**src/rtl/scan_pkg.sv**
```systemverilog
package scan_pkg;

  typedef enum logic [1:0] {
    SC_IDLE  = 2'd0,
    SC_FETCH = 2'd1,
    SC_SHIFT = 2'd2,
    SC_DONE  = 2'd3
  } scan_state_e;

  // position inside a group is the final one of that group
  function automatic logic is_group_end(input int pos, input int grp);
    return (pos == grp - 1);
  endfunction

  // current stream bit is the final bit of the whole shift
  function automatic logic is_stream_end(input int cnt, input int len_m1);
    return (cnt == len_m1);
  endfunction

  // number of operand groups a chain of the given length consumes
  function automatic int groups_needed(input int cells, input int grp);
    return (cells + grp - 1) / grp;
  endfunction

endpackage

```
**src/rtl/scan_tck_gen.sv**
```systemverilog
module scan_tck_gen (
  input  logic clk,
  input  logic rst_n,
  input  logic run_i,
  output logic tck_o,
  output logic rise_ev_o,
  output logic fall_ev_o
);

  always_ff @(posedge clk or negedge rst_n) begin
    if (!rst_n)     tck_o <= 1'b0;
    else if (run_i) tck_o <= ~tck_o;
    else            tck_o <= 1'b0;
  end

  // rising edge happens at the coming clock edge when running with tck low
  assign rise_ev_o = run_i & ~tck_o;
  assign fall_ev_o = run_i &  tck_o;

endmodule

```
**src/rtl/scan_operand_unit.sv**
```systemverilog
module scan_operand_unit #(
  parameter int GRP_W = 8
) (
  input  logic             clk,
  input  logic             rst_n,
  input  logic             load_i,
  input  logic             clear_i,
  input  logic             cmp_en_i,
  input  logic [GRP_W-1:0] new_i,
  input  logic [GRP_W-1:0] exp_i,
  input  logic [GRP_W-1:0] mask_i,
  input  logic             shift_i,
  input  logic             sample_i,
  input  logic             tdo_i,
  output logic             tdi_o,
  output logic             mismatch_o
);

  logic [GRP_W-1:0] new_sr;
  logic [GRP_W-1:0] exp_sr;
  logic [GRP_W-1:0] mask_sr;
  logic             miss_ev;

  always_ff @(posedge clk or negedge rst_n) begin
    if (!rst_n) begin
      new_sr  <= '0;
      exp_sr  <= '0;
      mask_sr <= '0;
    end else if (load_i) begin
      new_sr  <= new_i;
      exp_sr  <= exp_i;
      mask_sr <= mask_i;
    end else if (shift_i) begin
      new_sr  <= new_sr  >> 1;
      exp_sr  <= exp_sr  >> 1;
      mask_sr <= mask_sr >> 1;
    end
  end

  assign tdi_o = new_sr[0];

  // compare the bit sampled at the rising edge against its expected value
  assign miss_ev = sample_i & cmp_en_i & mask_sr[0] & (tdo_i != exp_sr[0]);

  always_ff @(posedge clk or negedge rst_n) begin
    if (!rst_n)       mismatch_o <= 1'b0;
    else if (clear_i) mismatch_o <= 1'b0;
    else if (miss_ev) mismatch_o <= 1'b1;
  end


  mismatch_hold_chk: assert property (@(posedge clk) disable iff (!rst_n)
    (mismatch_o && !clear_i) |=> mismatch_o);


  shift_load_excl_chk: assert property (@(posedge clk) disable iff (!rst_n)
    !(load_i && shift_i));

endmodule

```
**src/rtl/scan_seq_ctrl.sv**
```systemverilog
module scan_seq_ctrl
  import scan_pkg::*;
#(
  parameter int LEN_W = 8,
  parameter int GRP_W = 8
) (
  input  logic             clk,
  input  logic             rst_n,
  input  logic             start_i,
  input  logic             cmp_en_i,
  input  logic [LEN_W-1:0] len_m1_i,
  input  logic             opnd_valid_i,
  input  logic             fall_ev_i,
  output logic             run_o,
  output logic             opnd_ready_o,
  output logic             load_o,
  output logic             clear_o,
  output logic             cmp_q_o,
  output logic             tms_o,
  output logic             busy_o,
  output logic             done_o
);

  localparam int SUB_W = (GRP_W > 1) ? $clog2(GRP_W) : 1;

  scan_state_e      state;
  logic [LEN_W-1:0] len_q;
  logic [LEN_W-1:0] cnt;
  logic [SUB_W-1:0] sub;
  logic             last_bit;
  logic             grp_end;
  logic             accept;

  assign last_bit = is_stream_end(int'(cnt), int'(len_q));
  assign grp_end  = is_group_end(int'(sub), GRP_W);
  assign accept   = (state == SC_IDLE) && start_i;

  always_ff @(posedge clk or negedge rst_n) begin
    if (!rst_n) begin
      state   <= SC_IDLE;
      len_q   <= '0;
      cnt     <= '0;
      sub     <= '0;
      cmp_q_o <= 1'b0;
    end else begin
      case (state)
        SC_IDLE: begin
          if (start_i) begin
            len_q   <= len_m1_i;
            cmp_q_o <= cmp_en_i;
            cnt     <= '0;
            sub     <= '0;
            state   <= SC_FETCH;
          end
        end
        SC_FETCH: begin
          if (opnd_valid_i) state <= SC_SHIFT;
        end
        SC_SHIFT: begin
          if (fall_ev_i) begin
            if (last_bit) begin
              state <= SC_DONE;
            end else begin
              cnt <= cnt + 1'b1;
              if (grp_end) begin
                sub   <= '0;
                state <= SC_FETCH;
              end else begin
                sub <= sub + 1'b1;
              end
            end
          end
        end
        default: state <= SC_IDLE;
      endcase
    end
  end

  assign run_o        = (state == SC_SHIFT);
  assign opnd_ready_o = (state == SC_FETCH);
  assign load_o       = (state == SC_FETCH) && opnd_valid_i;
  assign clear_o      = accept;
  assign tms_o        = ((state == SC_FETCH) || (state == SC_SHIFT)) && last_bit;
  assign busy_o       = (state != SC_IDLE);
  assign done_o       = (state == SC_DONE);


  done_single_chk: assert property (@(posedge clk) disable iff (!rst_n)
    done_o |=> (!done_o && !busy_o));


  busy_start_ignored_chk: assert property (@(posedge clk) disable iff (!rst_n)
    (busy_o && start_i) |=> ($stable(len_q) && $stable(cmp_q_o)));


  fetch_leads_shift_chk: assert property (@(posedge clk) disable iff (!rst_n)
    (accept) |=> opnd_ready_o);

endmodule

```
**src/rtl/scan_shift_engine.sv**
```systemverilog
module scan_shift_engine #(
  parameter int MAX_CELLS = 256,
  parameter int GRP_W     = 8,
  parameter int LEN_W     = $clog2(MAX_CELLS)
) (
  input  logic             clk,
  input  logic             rst_n,
  input  logic             start_i,
  input  logic             cmp_en_i,
  input  logic [LEN_W-1:0] len_m1_i,
  input  logic             opnd_valid_i,
  output logic             opnd_ready_o,
  input  logic [GRP_W-1:0] opnd_new_i,
  input  logic [GRP_W-1:0] opnd_exp_i,
  input  logic [GRP_W-1:0] opnd_mask_i,
  output logic             tck_o,
  output logic             tms_o,
  output logic             tdi_o,
  input  logic             tdo_i,
  output logic             busy_o,
  output logic             done_o,
  output logic             err_o,
  output logic             mismatch_o
);

  logic run;
  logic tck_rise;
  logic tck_fall;
  logic opnd_load;
  logic res_clear;
  logic cmp_q;

  scan_seq_ctrl #(
    .LEN_W (LEN_W),
    .GRP_W (GRP_W)
  ) ctrl_i (
    .clk          (clk),
    .rst_n        (rst_n),
    .start_i      (start_i),
    .cmp_en_i     (cmp_en_i),
    .len_m1_i     (len_m1_i),
    .opnd_valid_i (opnd_valid_i),
    .fall_ev_i    (tck_fall),
    .run_o        (run),
    .opnd_ready_o (opnd_ready_o),
    .load_o       (opnd_load),
    .clear_o      (res_clear),
    .cmp_q_o      (cmp_q),
    .tms_o        (tms_o),
    .busy_o       (busy_o),
    .done_o       (done_o)
  );

  scan_tck_gen tck_i (
    .clk       (clk),
    .rst_n     (rst_n),
    .run_i     (run),
    .tck_o     (tck_o),
    .rise_ev_o (tck_rise),
    .fall_ev_o (tck_fall)
  );

  scan_operand_unit #(
    .GRP_W (GRP_W)
  ) opnd_i (
    .clk        (clk),
    .rst_n      (rst_n),
    .load_i     (opnd_load),
    .clear_i    (res_clear),
    .cmp_en_i   (cmp_q),
    .new_i      (opnd_new_i),
    .exp_i      (opnd_exp_i),
    .mask_i     (opnd_mask_i),
    .shift_i    (tck_fall),
    .sample_i   (tck_rise),
    .tdo_i      (tdo_i),
    .tdi_o      (tdi_o),
    .mismatch_o (mismatch_o)
  );

  assign err_o = done_o & mismatch_o;


  idle_lines_low_chk: assert property (@(posedge clk) disable iff (!rst_n)
    !busy_o |-> (!tck_o && !tms_o && !opnd_ready_o));


  tms_final_edge_chk: assert property (@(posedge clk) disable iff (!rst_n)
    (tck_rise && tms_o) |=> ##1 done_o);


  tdi_hold_high_chk: assert property (@(posedge clk) disable iff (!rst_n)
    tck_o |-> $stable(tdi_o));


  ready_tck_low_chk: assert property (@(posedge clk) disable iff (!rst_n)
    opnd_ready_o |-> !tck_o);


  ignore_mode_clean_chk: assert property (@(posedge clk) disable iff (!rst_n)
    (busy_o && !cmp_q) |-> !mismatch_o);

endmodule

```
**config.mk**
```make
export PLATFORM = sky130hd
export DESIGN_NAME = scan_shift_engine
export DESIGN_NICKNAME = d
export VERILOG_FILES = /design/src/rtl/scan_pkg.sv /design/src/rtl/scan_tck_gen.sv /design/src/rtl/scan_operand_unit.sv /design/src/rtl/scan_seq_ctrl.sv /design/src/rtl/scan_shift_engine.sv
export SDC_FILE = /design/constraint.sdc
export NUM_CORES = 1
export LEC_CHECK = 0
export BUFFER_PORTS_ARGS = -buffer_cell sky130_fd_sc_hd__buf_2
export CAP_MARGIN = 20
export CORE_MARGIN = 3
export CORE_UTILIZATION = 44
export CTS_CLUSTER_DIAMETER = 40
export DETAILED_ROUTE_END_ITERATION = 12
export GPL_TIMING_DRIVEN = 0
export PLACE_DENSITY = 0.68
export SYNTH_ARGS = -nofsm -noshare
export SYNTH_HDL_FRONTEND = slang
export SYNTH_SLANG_ARGS = --single-unit
```
**constraint.sdc**
```tcl
create_clock -name clk -period 2.4 [get_ports clk]
set_clock_uncertainty 0.1 [all_clocks]
set_input_delay 0.36 -clock clk [delete_from_list [all_inputs] [get_ports clk]]
set_output_delay 0.36 -clock clk [all_outputs]
set_load 0.02 [all_outputs]
```
==> summary.md, run 1 <==
| Metric | Value |
|---|---|
| Status | completed |
| DRT Pass-1 Iters | 4 |
| Post-Syn Area | 2420 sq um |
| Critical Path Fanout Max | 8 |
| Pin count of the biggest net entering global routing | 34 |
| Top_reg_cell synth | dfrtp_1 |
| WS Path Type | reg2reg |
| CP endpoint kind | flip-flop |
| Critical Path RT | 2.52 ns |
| Crit path buf inv count | 2 |
| Clk_lat worst skew | 0.30 ns |
| Vias/cell | 5.24 |
| Routed length per placed instance | 14.1 um |
| Most frequent cells in the layout | buf_2, dfrtp_1, nand2_1 |
| I/O Buffers | 45 |
| Sequential share of the synthesized area | 0.496 |
| Horiz. Die Dim | 80.2 um |
| Final worst path period share | 0.954 |
| Synth Instances | 224 |
| CTS Buf Count | 5 |
| Row count | 26 |
| Initial Util | 0.465 |
| Post-synth ARST share | 1.00 |
| Synth unique cells | 34 |
| Area delta synth->final | 21.7% |
| Sink Count | 48 |
| GRT overflow | 0 |
| Hold Slack | 0.161 ns |
| Clk pin slew, worst setup/hold paths | 0.09 ns |
| H-tree level count | 2 |
| Worst slew pin tran | 0.564 ns |
| Placed insts | 340 |
| IO Pins | 46 |
| Static leakage | 1.43 nW |
| Vias in the first global route | 1886 |
| Final wirelength | 4990 um |
| Placed wire-length estimate | 3660 um |
| Peak VDD IR | 0.000574 V |
| Nets | 328 |
| Cell family with most CP delay | compound AO/OA/AOI/OAI gates |
| Mean Syn Cell Area | 10.8 sq um |
| Die area | 6430 sq um |
| Post-layout min period | 2.29 ns |
| Synth warn | 0 |
| Longest Clk Path Bufs | 2 |
| Register area | 1200 sq um |
| Top cells by area, synth | dfrtp_1, mux2i_1, o21ai_0 |
| Min-delay worst type | in2reg |
| Max Fclk | 437 MHz |
| Placed inst area | 2760 sq um |
| Worst path max stage delay | 0.42 ns |
| DR DRC count | 0 |
| Syn Nets | 270 |
| Antenna Cells | 0 |
| FILL cells | 495 |
| CP cell instances | inv_1 -> ha_1 -> buf_2 -> nand2b_1 -> o211ai_1 -> a311o_2 -> or3_1 -> a21oi_1 |
| Commonest non-fill, non-tap cell in the layout | buf_2 |
| Multi-input gate area | 1190 sq um |
| Synth top area share | 0.496 |
| Share of cells above drive strength 1 | 0.307 |
| CP max-delay cell | dfrtp_2 |
| Crit path DAT | 2.41 ns |
| Die Ht | 80.2 um |
| Max-Cap Viols | 0 |
| Root Driver | clkbuf_8 |
| CTS tree | built |
| Final setup viols | 0 |
| Placer Congestion | 0.831 |
| Iteration-0 DRC Markers | 68 |
| Core box area | 5200 sq um |
| Synth area leader | dfrtp_1 |
| Finished Layout Cells | 353 |
| Number of synthesized flops with an enable pin | 0 |
| Vias | 1851 |
| Synth Register Bits | 48 |
| Crit start category | flip-flop |
| Pwr dens | 1140 nW/um^2 |
| Slew headroom | 0.624 |
| Slew Limit Fails | 0 |
| Fin. Hold Viols | 0 |
| Initial antenna violation count | 0 |
| Tot GR Track Use | 0.173 |
| ANT nets after route | 0 |
| Final TNS setup | 0 ns |
| Total power after layout | 3.35 mW |
| Design area | 2950 sq um |
| First-pass GRT wire length | 8710 um |
-- metal layers --
| layer | part of all wire | GRT usage | vias to the layer above | wire [um] |
|---|---|---|---|---|
| met5 | 0 | 0 | - | 0 |
| met4 | 0.013 | 0.0439 | 0 | 66 |
| met3 | 0.052 | 0.0370 | 7 | 258 |
| met2 | 0.47 | 0.281 | 44 | 2350 |
| met1 | 0.46 | 0.234 | 879 | 2320 |
| li1 | - | - | 921 | - |
-- cells in the mapped netlist, types with 2 or more instances --
cell      number
dfrtp_1       48
nand2_1       27
o21ai_0       26
mux2i_1       22
mux2_2        11
a22o_1         9
xor2_1         9
ha_1           8
a21oi_1        7
nor2_1         7
clkbuf_1       6
inv_1          4
nand3_1        4
a31oi_1        3
and3_2         3
buf_2          3
nand2b_1       3
nor3_1         3
or3_1          3
a41o_1         2
and2_1         2
nor4_2         2
-- area by class of cell --
| cell class | count | area share |
|---|---|---|
| Tap cell | 70 | 0.0297 |
| Multi-Input combinational cell | 162 | 0.402 |
| Clock buffer | 7 | 0.0327 |
| Timing Repair Buffer | 51 | 0.0968 |
| Sequential cell | 48 | 0.408 |
| Clock inverter | 1 | 0.0102 |
| Inverter | 4 | 0.00509 |
| Buffer | 10 | 0.0153 |
-- metrics by stage --
step           setup WS (ns)   util
2_1_floorplan          0.255      -
3_3_place_gp          0.0309  0.525
3_5_place_dp         -0.0155  0.529
4_1_cts              0.00423  0.556
5_1_grt              -0.0126  0.566
6_report               0.111  0.566
-- state kept, by name, summed over array words and instances (netlist names) --
signal	cells
opnd_i.mismatch_o	1
opnd_i.exp_sr	8
ctrl_i.cmp_q_o	1
tck_i.tck_o	1
ctrl_i.len_q	8
opnd_i.mask_sr	8
ctrl_i.state	2
ctrl_i.cnt	8
opnd_i.new_sr	8
ctrl_i.sub	3
-- logic make-up after synthesis --
group / synth area share
flops: 0.496
mux: 0.142
fa+ha+maj: 0.0413
simple gates: 0.124
buf+inv: 0.0232
xor+xnor: 0.0325
compound gates: 0.140
-- repair_timing --
item                                   in CTS  in global routing
resized for setup                           2                  8
endpoints found under the hold margin      15                  0
setup endpoints to repair                   5                 17
pin swaps                                   1                  2
hold buffers                                1                  0
buffers inserted                            0                  4
-- where the power goes --
part,switching (mW),internal [mW]
sequential,0.222,1.11
clock,0.262,0.368
combinational,0.761,0.628
total,1.24,2.11
-- final timing paths --
kind / slack (ns) / cells past startpoint / endpoint / startpoint
hold reg to reg: 0.38 / 2 / opnd_i.new_sr[0] / opnd_i.new_sr[0]
setup / recovery: 0.11 / 8 / ctrl_i.cnt[5] / ctrl_i.state[0]
hold / removal: 0.16 / 2 / opnd_i.mismatch_o / start_i
max in group asynchronous: 1.28 / 3 / ctrl_i.state[0] / rst_n
min in group asynchronous: 0.42 / 2 / ctrl_i.len_q[7] / rst_n
setup reg to reg: 0.11 / 8 / ctrl_i.cnt[5] / ctrl_i.state[0]
-- worst reg2reg max path: cells and delay by family (launching register included) --
kind / cells / cell delay [ns]
and+or+nand+nor: 2 / 0.51
buffers and inverters: 2 / 0.26
DFF: 1 / 0.42
AOI/OAI and AO/OA: 3 / 0.74
adders and majority gates: 1 / 0.19
No activity file was read; power rests on OpenSTA's default activity.
==> run 2, diff against run 1 <==
--- a/config.mk
+++ b/config.mk
@@ -5,6 +5,7 @@
 export SDC_FILE = /design/constraint.sdc
 export NUM_CORES = 1
 export LEC_CHECK = 0
+export ABC_AREA = 1
 export BUFFER_PORTS_ARGS = -buffer_cell sky130_fd_sc_hd__buf_2
 export CAP_MARGIN = 20
 export CORE_MARGIN = 3
==> run 2 against run 1 <==
  * Fmax grew 16%
  * Via count grew 13%
  * Synthesized cell count grew 36%
  * Flip-flop and latch count is the same
  * Critical path depth is the same
  * Largest cell class unchanged
  * Largest power group is now registers
==> summary.md, run 2 <==
| Metric | Value |
|---|---|
| Final core occ | 0.552 (-0.0146) |
| Initial Util | 0.470 (+0.00423) |
| Hold Crit Start | opnd_new_i[7] |
| Max-Cap Viols | 0 (unchanged) |
| Status | completed |
| Static leakage | 1.50 nW (+5.2%) |
| WS Path Type | reg2reg |
| Syn Nets | 351 (+30%) |
| Root Driver | clkbuf_8 |
| Synth top area share | 0.485 (-0.0105) |
| First-pass GRT wire length | 9030 um (+3.6%) |
| Final wirelength | 5220 um (+4.5%) |
| DR DRC count | 0 (unchanged) |
| Min-delay worst type | in2reg |
| H-tree level count | 2 (unchanged) |
| Tot GR Track Use | 0.177 (+0.00384) |
| Row count | 26 (unchanged) |
| Iteration-0 DRC Markers | 91 (+34%) |
| Final worst path period share | 0.819 (-0.135) |
| Post-synth ARST share | 1.00 (unchanged) |
| Nets | 405 (+23%) |
| Synth unique cells | 29 (-15%) |
| Synth Instances | 305 (+36%) |
| Clk_lat worst skew | 0.30 ns (about the same) |
| Die Ht | 81 um (+1.0%) |
| Die area | 6560 sq um (+2.0%) |
| Core box area | 5270 sq um (+1.2%) |
| CP endpoint kind | flip-flop |
| Crit start category | flip-flop |
| CTS Buf Count | 5 (unchanged) |
| Critical Path RT | 2.46 ns (-0.06 ns) |
| I/O Buffers | 45 (unchanged) |
| Worst slew pin tran | 0.396 ns (-0.169 ns) |
| Post-CTS Setup Bufs | 0 (unchanged) |
| Commonest non-fill, non-tap cell in the layout | nand2_1 |
| Reg2reg end | opnd_i.mask_sr[2] |
| IO Pins | 46 (unchanged) |
| Pre-CTS setup slack | 0.432 ns (+0.448 ns) |
| R2R depth | 8 (unchanged) |
| Pin count of the biggest net entering global routing | 49 (+44%) |
| Antenna Cells | 0 (unchanged) |
| Finished Layout Cells | 430 (+22%) |
| Post-layout min period | 1.97 ns (-0.324 ns) |
| Total power after layout | 3.06 mW (-8.7%) |
| Top cells by area, synth | dfrtp_1, o21ai_0, nand2_1 |
| Slew headroom | 0.736 (+0.113) |
| Hold Slack | 0.169 ns (+0.00800 ns) |
| Initial antenna violation count | 0 (unchanged) |
| Design area | 2910 sq um (-1.4%) |
| PnR worst setup slack | 0.435 ns (+0.324 ns) |
| Multi-input gate area | 1050 sq um (-12%) |
| Critical Path Fanout Max | 10 (+2) |
| Most common cell in the netlist | nand2_1 |
| CTS tree | built |
| Longest Clk Path Bufs | 2 (unchanged) |
| FILL cells | 511 (+3.2%) |
| Worst r2r src | ctrl_i.state[0] |
| Placed wire-length estimate | 3840 um (+4.7%) |
| Placed inst area | 2790 sq um (+1.2%) |
| Register area | 1200 sq um (-0.10%) |
| Post-Syn Area | 2470 sq um (+2.2%) |
| Crit path DAT | 2.03 ns (-0.38 ns) |
| Post-cts sizing count | 0 (-2) |
| Vias in the first global route | 2033 (+7.8%) |
| Final TNS setup | 0 ns (unchanged) |
| Top_reg_cell synth | dfrtp_1 |
| Fin. Hold Viols | 0 (unchanged) |
| Final setup viols | 0 (unchanged) |
| Hold depth | 3 (+1) |
| Clk pin slew, worst setup/hold paths | 0.09 ns (about the same) |
| Number of synthesized flops with an enable pin | 0 (unchanged) |
| Routed length per placed instance | 12.1 um (-14%) |
| Synth warn | 0 (unchanged) |
| Peak VDD IR | 0.000442 V (-23%) |
| GRT overflow | 0 (unchanged) |
| Vias/cell | 4.84 (-7.6%) |
| Sink Count | 48 (unchanged) |
| WHS Endpoint | opnd_i.new_sr[7] |
| Top post-synthesis cells by count | nand2_1, o21ai_0, dfrtp_1 |
| Synth Register Bits | 48 (unchanged) |
| DRT Pass-1 Iters | 4 (unchanged) |
| Sequential share of the synthesized area | 0.485 (-0.0105) |
| Pwr dens | 1050 nW/um^2 (-7.4%) |
| Max Fclk | 509 MHz (+16%) |
| Area delta synth->final | 17.5% |
| Setup slack, reg-to-reg | 0.43 ns (+0.32 ns) |
| Placed insts | 420 (+24%) |
| Share of cells above drive strength 1 | 0.189 (-0.119) |
| Horiz. Die Dim | 81 um (+1.0%) |
| Synth area leader | dfrtp_1 |
| Most frequent cells in the layout | nand2_1, o21ai_0, dfrtp_1 |
| Mean Syn Cell Area | 8.11 sq um (-25%) |
| Worst setup path start | ctrl_i.state[0] |
| Placer Congestion | 0.868 (+4.5%) |
| Vias | 2083 (+13%) |
| ANT nets after route | 0 (unchanged) |
| Slew Limit Fails | 0 (unchanged) |
| RSZ-0062 raised after global routing | no |
==> run 2: cell count changes after synthesis, moves of 7 or more <==
cell	before	now
nor2_1	7	18
inv_1	4	44
nand2_1	27	69
mux2i_1	22	0
mux2_2	11	4
o21ai_0	26	63
a22o_1	9	0
==> run 2: worst max-delay path by stage <==
stage / endpoint / slack, ns
after floorplan: ctrl_i.sub[0] / 0.73
after global placement: opnd_i.exp_sr[4] / 0.46
after detailed placement: opnd_i.new_sr[4] / 0.43
after CTS: opnd_i.new_sr[4] / 0.42
after global routing: opnd_i.exp_sr[6] / 0.19
final: opnd_i.mask_sr[2] / 0.43
==> run 2: critical path, cell delays in order (launching register included) <==
cell	delay (ns)
dfrtp_1	0.45
inv_1	0.11
ha_1	0.22
buf_6	0.14
nand2_1	0.17
clkbuf_1	0.32
o21ai_0	0.12
o21ai_0	0.08
o21ai_0	0.11
==> run 2: routing by layer <==
metal  wire length [um]  vias to the layer above  global-route usage
met4                 73                        0              0.0490
met5                  0                        -                   0
met3                282                        8              0.0477
li1                   -                     1072                   -
met2               2440                       55               0.282
met1               2430                      948               0.236
==> run 2: report_power, final <==
group	switching, mW	internal [mW]
registers	0.160	1.14
clock network	0.262	0.236
logic	0.789	0.476
total	1.21	1.85
==> run 2: area by class of cell <==
class,instances,area share
Sequential cell,48,0.413
Multi-Input combinational cell,201,0.360
Timing Repair Buffer,47,0.0878
Inverter,45,0.0581
Clock buffer,8,0.0310
Tap cell,70,0.0301
Buffer,11,0.0198
==> run 2: kinds of logic (layout without fill, tap and decap cells) <==
family / count (synthesis) / count (layout) / share of synthesized area
buffers and inverters: 56 / 111 / 0.0915
xor gates and xnor gates: 6 / 6 / 0.0212
DFF: 48 / 48 / 0.485
adders and majority gates: 8 / 8 / 0.0404
AOI/OAI and AO/OA: 77 / 77 / 0.160
and+or+nand+nor: 106 / 106 / 0.184
muxes: 4 / 4 / 0.0182
==> run 2: repair_timing <==
item	in CTS	in global routing
hold buffers	0	1
setup endpoints to repair	0	0
hold endpoints to repair	0	12
==> run 3, diff against run 2 <==
--- a/config.mk
+++ b/config.mk
@@ -13,7 +13,7 @@
 export CTS_CLUSTER_DIAMETER = 40
 export DETAILED_ROUTE_END_ITERATION = 12
 export GPL_TIMING_DRIVEN = 0
-export PLACE_DENSITY = 0.68
+export PLACE_DENSITY = 0.7
 export SYNTH_ARGS = -nofsm -noshare
 export SYNTH_HDL_FRONTEND = slang
 export SYNTH_SLANG_ARGS = --single-unit
==> constraint.sdc (replaced) <==
create_clock -name clk -period 1.6 [get_ports clk]
set_clock_uncertainty 0.1 [all_clocks]
set_input_delay 0.24 -clock clk [delete_from_list [all_inputs] [get_ports clk]]
set_output_delay 0.24 -clock clk [all_outputs]
set_load 0.02 [all_outputs]
==> run 3 against run 2 <==
  * The flow now finishes with violations (setup timing)
  * Sequential power increased by 52%
  * Flip-flop and latch count unchanged
  * Clock-buffer cell count decreased by 2
  * Non-clock buffer count increased by 26
  * Routed wire length increased by 17%
  * Global-route usage increased by 1.3 points
  * Cell count increased by 6.0%
  * Final area increased by 19%
  * Sequential share of layout area decreased by 6.4 points
  * Die area unchanged
  * Critical endpoint is now tms_o
==> summary.md, run 3 (synthesis gave the netlist of run 2 again) <==
| Metric | Value |
|---|---|
| Status | complete, but fails checks |
| Failing checks | setup timing |
| Psw | 2.30 mW (+90%) |
| Hold Crit Start | opnd_exp_i[0] |
| Clk_lat worst skew | 0.31 ns (about the same) |
| Iteration-0 DRC Markers | 116 (+27%) |
| Switching Fraction | 0.404 (+0.00841) |
| Crit path to | tms_o |
| R2R depth | 10 (+2) |
| H-tree level count | 2 (unchanged) |
| Hold Slack | 0.0487 ns (-0.120 ns) |
| Fin. Hold Viols | 0 (unchanged) |
| DRT Pass-1 Iters | 4 (unchanged) |
| Final wirelength | 6090 um (+17%) |
| Worst setup path start | ctrl_i.cnt[5] |
| Slew Limit Fails | 0 (unchanged) |
| RSZ-0062 raised after global routing | yes |
| Initial Util | 0.470 (unchanged) |
| Clock power share | 0.156 (-0.007) |
| Commonest non-fill, non-tap cell in the layout | nand2_1 |
| Sink Count | 48 (unchanged) |
| ANT nets after route | 0 (unchanged) |
| Worst r2r src | ctrl_i.state[0] |
| CTS Buf Count | 5 (unchanged) |
| Critical Path Fanout Max | 3 (-7) |
| Horiz. Die Dim | 81 um (unchanged) |
| Design area | 3450 sq um (+19%) |
| Row count | 26 (unchanged) |
| First-pass GRT wire length | 9620 um (+6.5%) |
| Vias | 2221 (+6.6%) |
| Most frequent cells in the layout | nand2_1, dfrtp_1, buf_2 |
| Sequential share of power | 0.346 (-0.078) |
| Min-delay worst type | in2reg |
| Core box area | 5270 sq um (unchanged) |
| CTS tree | built |
| Root Driver | clkbuf_8 |
| Placer Congestion | 0.863 (-0.56%) |
| Die Ht | 81 um (unchanged) |
| Finished Layout Cells | 456 (+6.0%) |
| Final worst path period share | 1.07 |
| Nets | 431 (+6.4%) |
| Post-layout min period | 1.71 ns |
| Pin count of the biggest net entering global routing | 49 (unchanged) |
| Antenna Cells | 0 (unchanged) |
| Vias in the first global route | 2175 (+7.0%) |
| Peak VDD IR | 0.000744 V (+69%) |
| Crit path DAT | 1.37 ns (-0.66 ns) |
| I/O Buffers | 45 (unchanged) |
| Worst path max stage delay | 0.43 ns (-0.02 ns) |
| GRT overflow | 0 (unchanged) |
| Most used cell, CP | nand2_1 |
| Die area | 6560 sq um (unchanged) |
| Vias/cell | 4.87 (+0.55%) |
| Max Fclk | 585 MHz |
| Reg2reg end | ctrl_i.sub[2] |
| Clk pin slew, worst setup/hold paths | 0.10 ns (about the same) |
| CP max-delay cell | dfrtp_1 |
| Combinational fraction of design power | 0.498 (+0.084) |
| Critical Path RT | 1.26 ns (-1.20 ns) |
| PnR worst setup slack | -0.111 ns (-0.546 ns) |
| Pwr dens | 1650 nW/um^2 (+57%) |
| Worst slew pin tran | 0.251 ns (-0.145 ns) |
| Placed inst area | 2810 sq um (+0.90%) |
| Final TNS setup | -0.871 ns (-0.871 ns) |
| DR DRC count | 0 (unchanged) |
| IO Pins | 46 (unchanged) |
| WS Path Type | reg2out |
| Tot GR Track Use | 0.190 (+0.0129) |
| Setup slack, reg-to-reg | -0.09 ns (-0.52 ns) |
| Static leakage | 1.74 nW (+16%) |
| Total power after layout | 5.70 mW (+86%) |
| Placed insts | 420 (unchanged) |
| Hold depth | 3 (unchanged) |
| Placed wire-length estimate | 3770 um (-1.6%) |
| Initial antenna violation count | 0 (unchanged) |
| Area delta synth->final | 39.5% |
| CP cell instances | inv_2 -> nand2_1 -> nand2_1 -> nand2_1 -> nor2_2 -> nand2_2 -> nor2_4 -> buf_6 |
| Final setup viols | 13 (+13) |
| Cell internal pwr | 3.40 mW (+84%) |
| Share of cells above drive strength 1 | 0.409 (+0.220) |
| Routed length per placed instance | 13.4 um (+10%) |
| Slew headroom | 0.833 (+0.0966) |
| Crit start category | flip-flop |
| Longest Clk Path Bufs | 2 (unchanged) |
| CP endpoint kind | primary output |
| Max-Cap Viols | 0 (unchanged) |
## run 3: repair_timing
action                                 CTS  global route
pin swaps                                5            16
setup buffers                           16             8
resized for setup                       27           127
setup endpoints to repair               50            42
hold buffers                             0             1
endpoints found under the hold margin    0             9
cloned                                   1             2
## run 3: worst max-delay path, delay by kind of cell, from the launching register on
kind	cells	cell delay, ns
buffers and inverters	2	0.19
flip-flops	1	0.43
AND/OR/NAND/NOR	6	0.46
## run 3: area by class of cell
class	count	area, sq um
well taps	70	87.6
inverters	45	176
clock buffers	6	72.6
clock inverters	2	35.0
multi-input cells	201	1260
flip-flops and latches	48	1200
plain buffers	10	95.1
fillers	446	1820
repair buffers	74	526
## run 3: per-stage QoR
step,worst slack [ns],utilization
4_1_cts,-0.159,0.591
6_report,-0.111,0.655
5_1_grt,-0.207,0.655
3_5_place_dp,-0.267,0.534
2_1_floorplan,-0.0349,-
3_3_place_gp,-0.272,0.534
## run 3: layer usage
| metal | up-vias | share of wire | global-route usage |
|---|---|---|---|
| met5 | - | 0 | 0 |
| met4 | 0 | 0.014 | 0.0608 |
| met3 | 9 | 0.047 | 0.0399 |
| met2 | 58 | 0.49 | 0.319 |
| met1 | 1021 | 0.45 | 0.244 |
| li1 | 1133 | - | - |
## run 3: worst min-delay path by stage
stage                                    to  slack (ns)
after global placement     opnd_i.new_sr[7]        0.36
after floorplan              ctrl_i.cmp_q_o       -0.16
after detailed placement  opnd_i.mask_sr[7]        0.37
after global routing         ctrl_i.cmp_q_o        0.06
after CTS                 opnd_i.mask_sr[7]        0.04
final                      opnd_i.exp_sr[0]        0.05
## run 3: power by group through the flow
stage	logic (mW)	registers, mW	clock network, mW
after floorplan	1.44	1.95	0
after global placement	1.90	1.96	0
after detailed placement	1.94	1.97	0
after CTS	2.25	1.94	0.905
after global routing	3.17	2.04	0.951
final	2.84	1.97	0.890
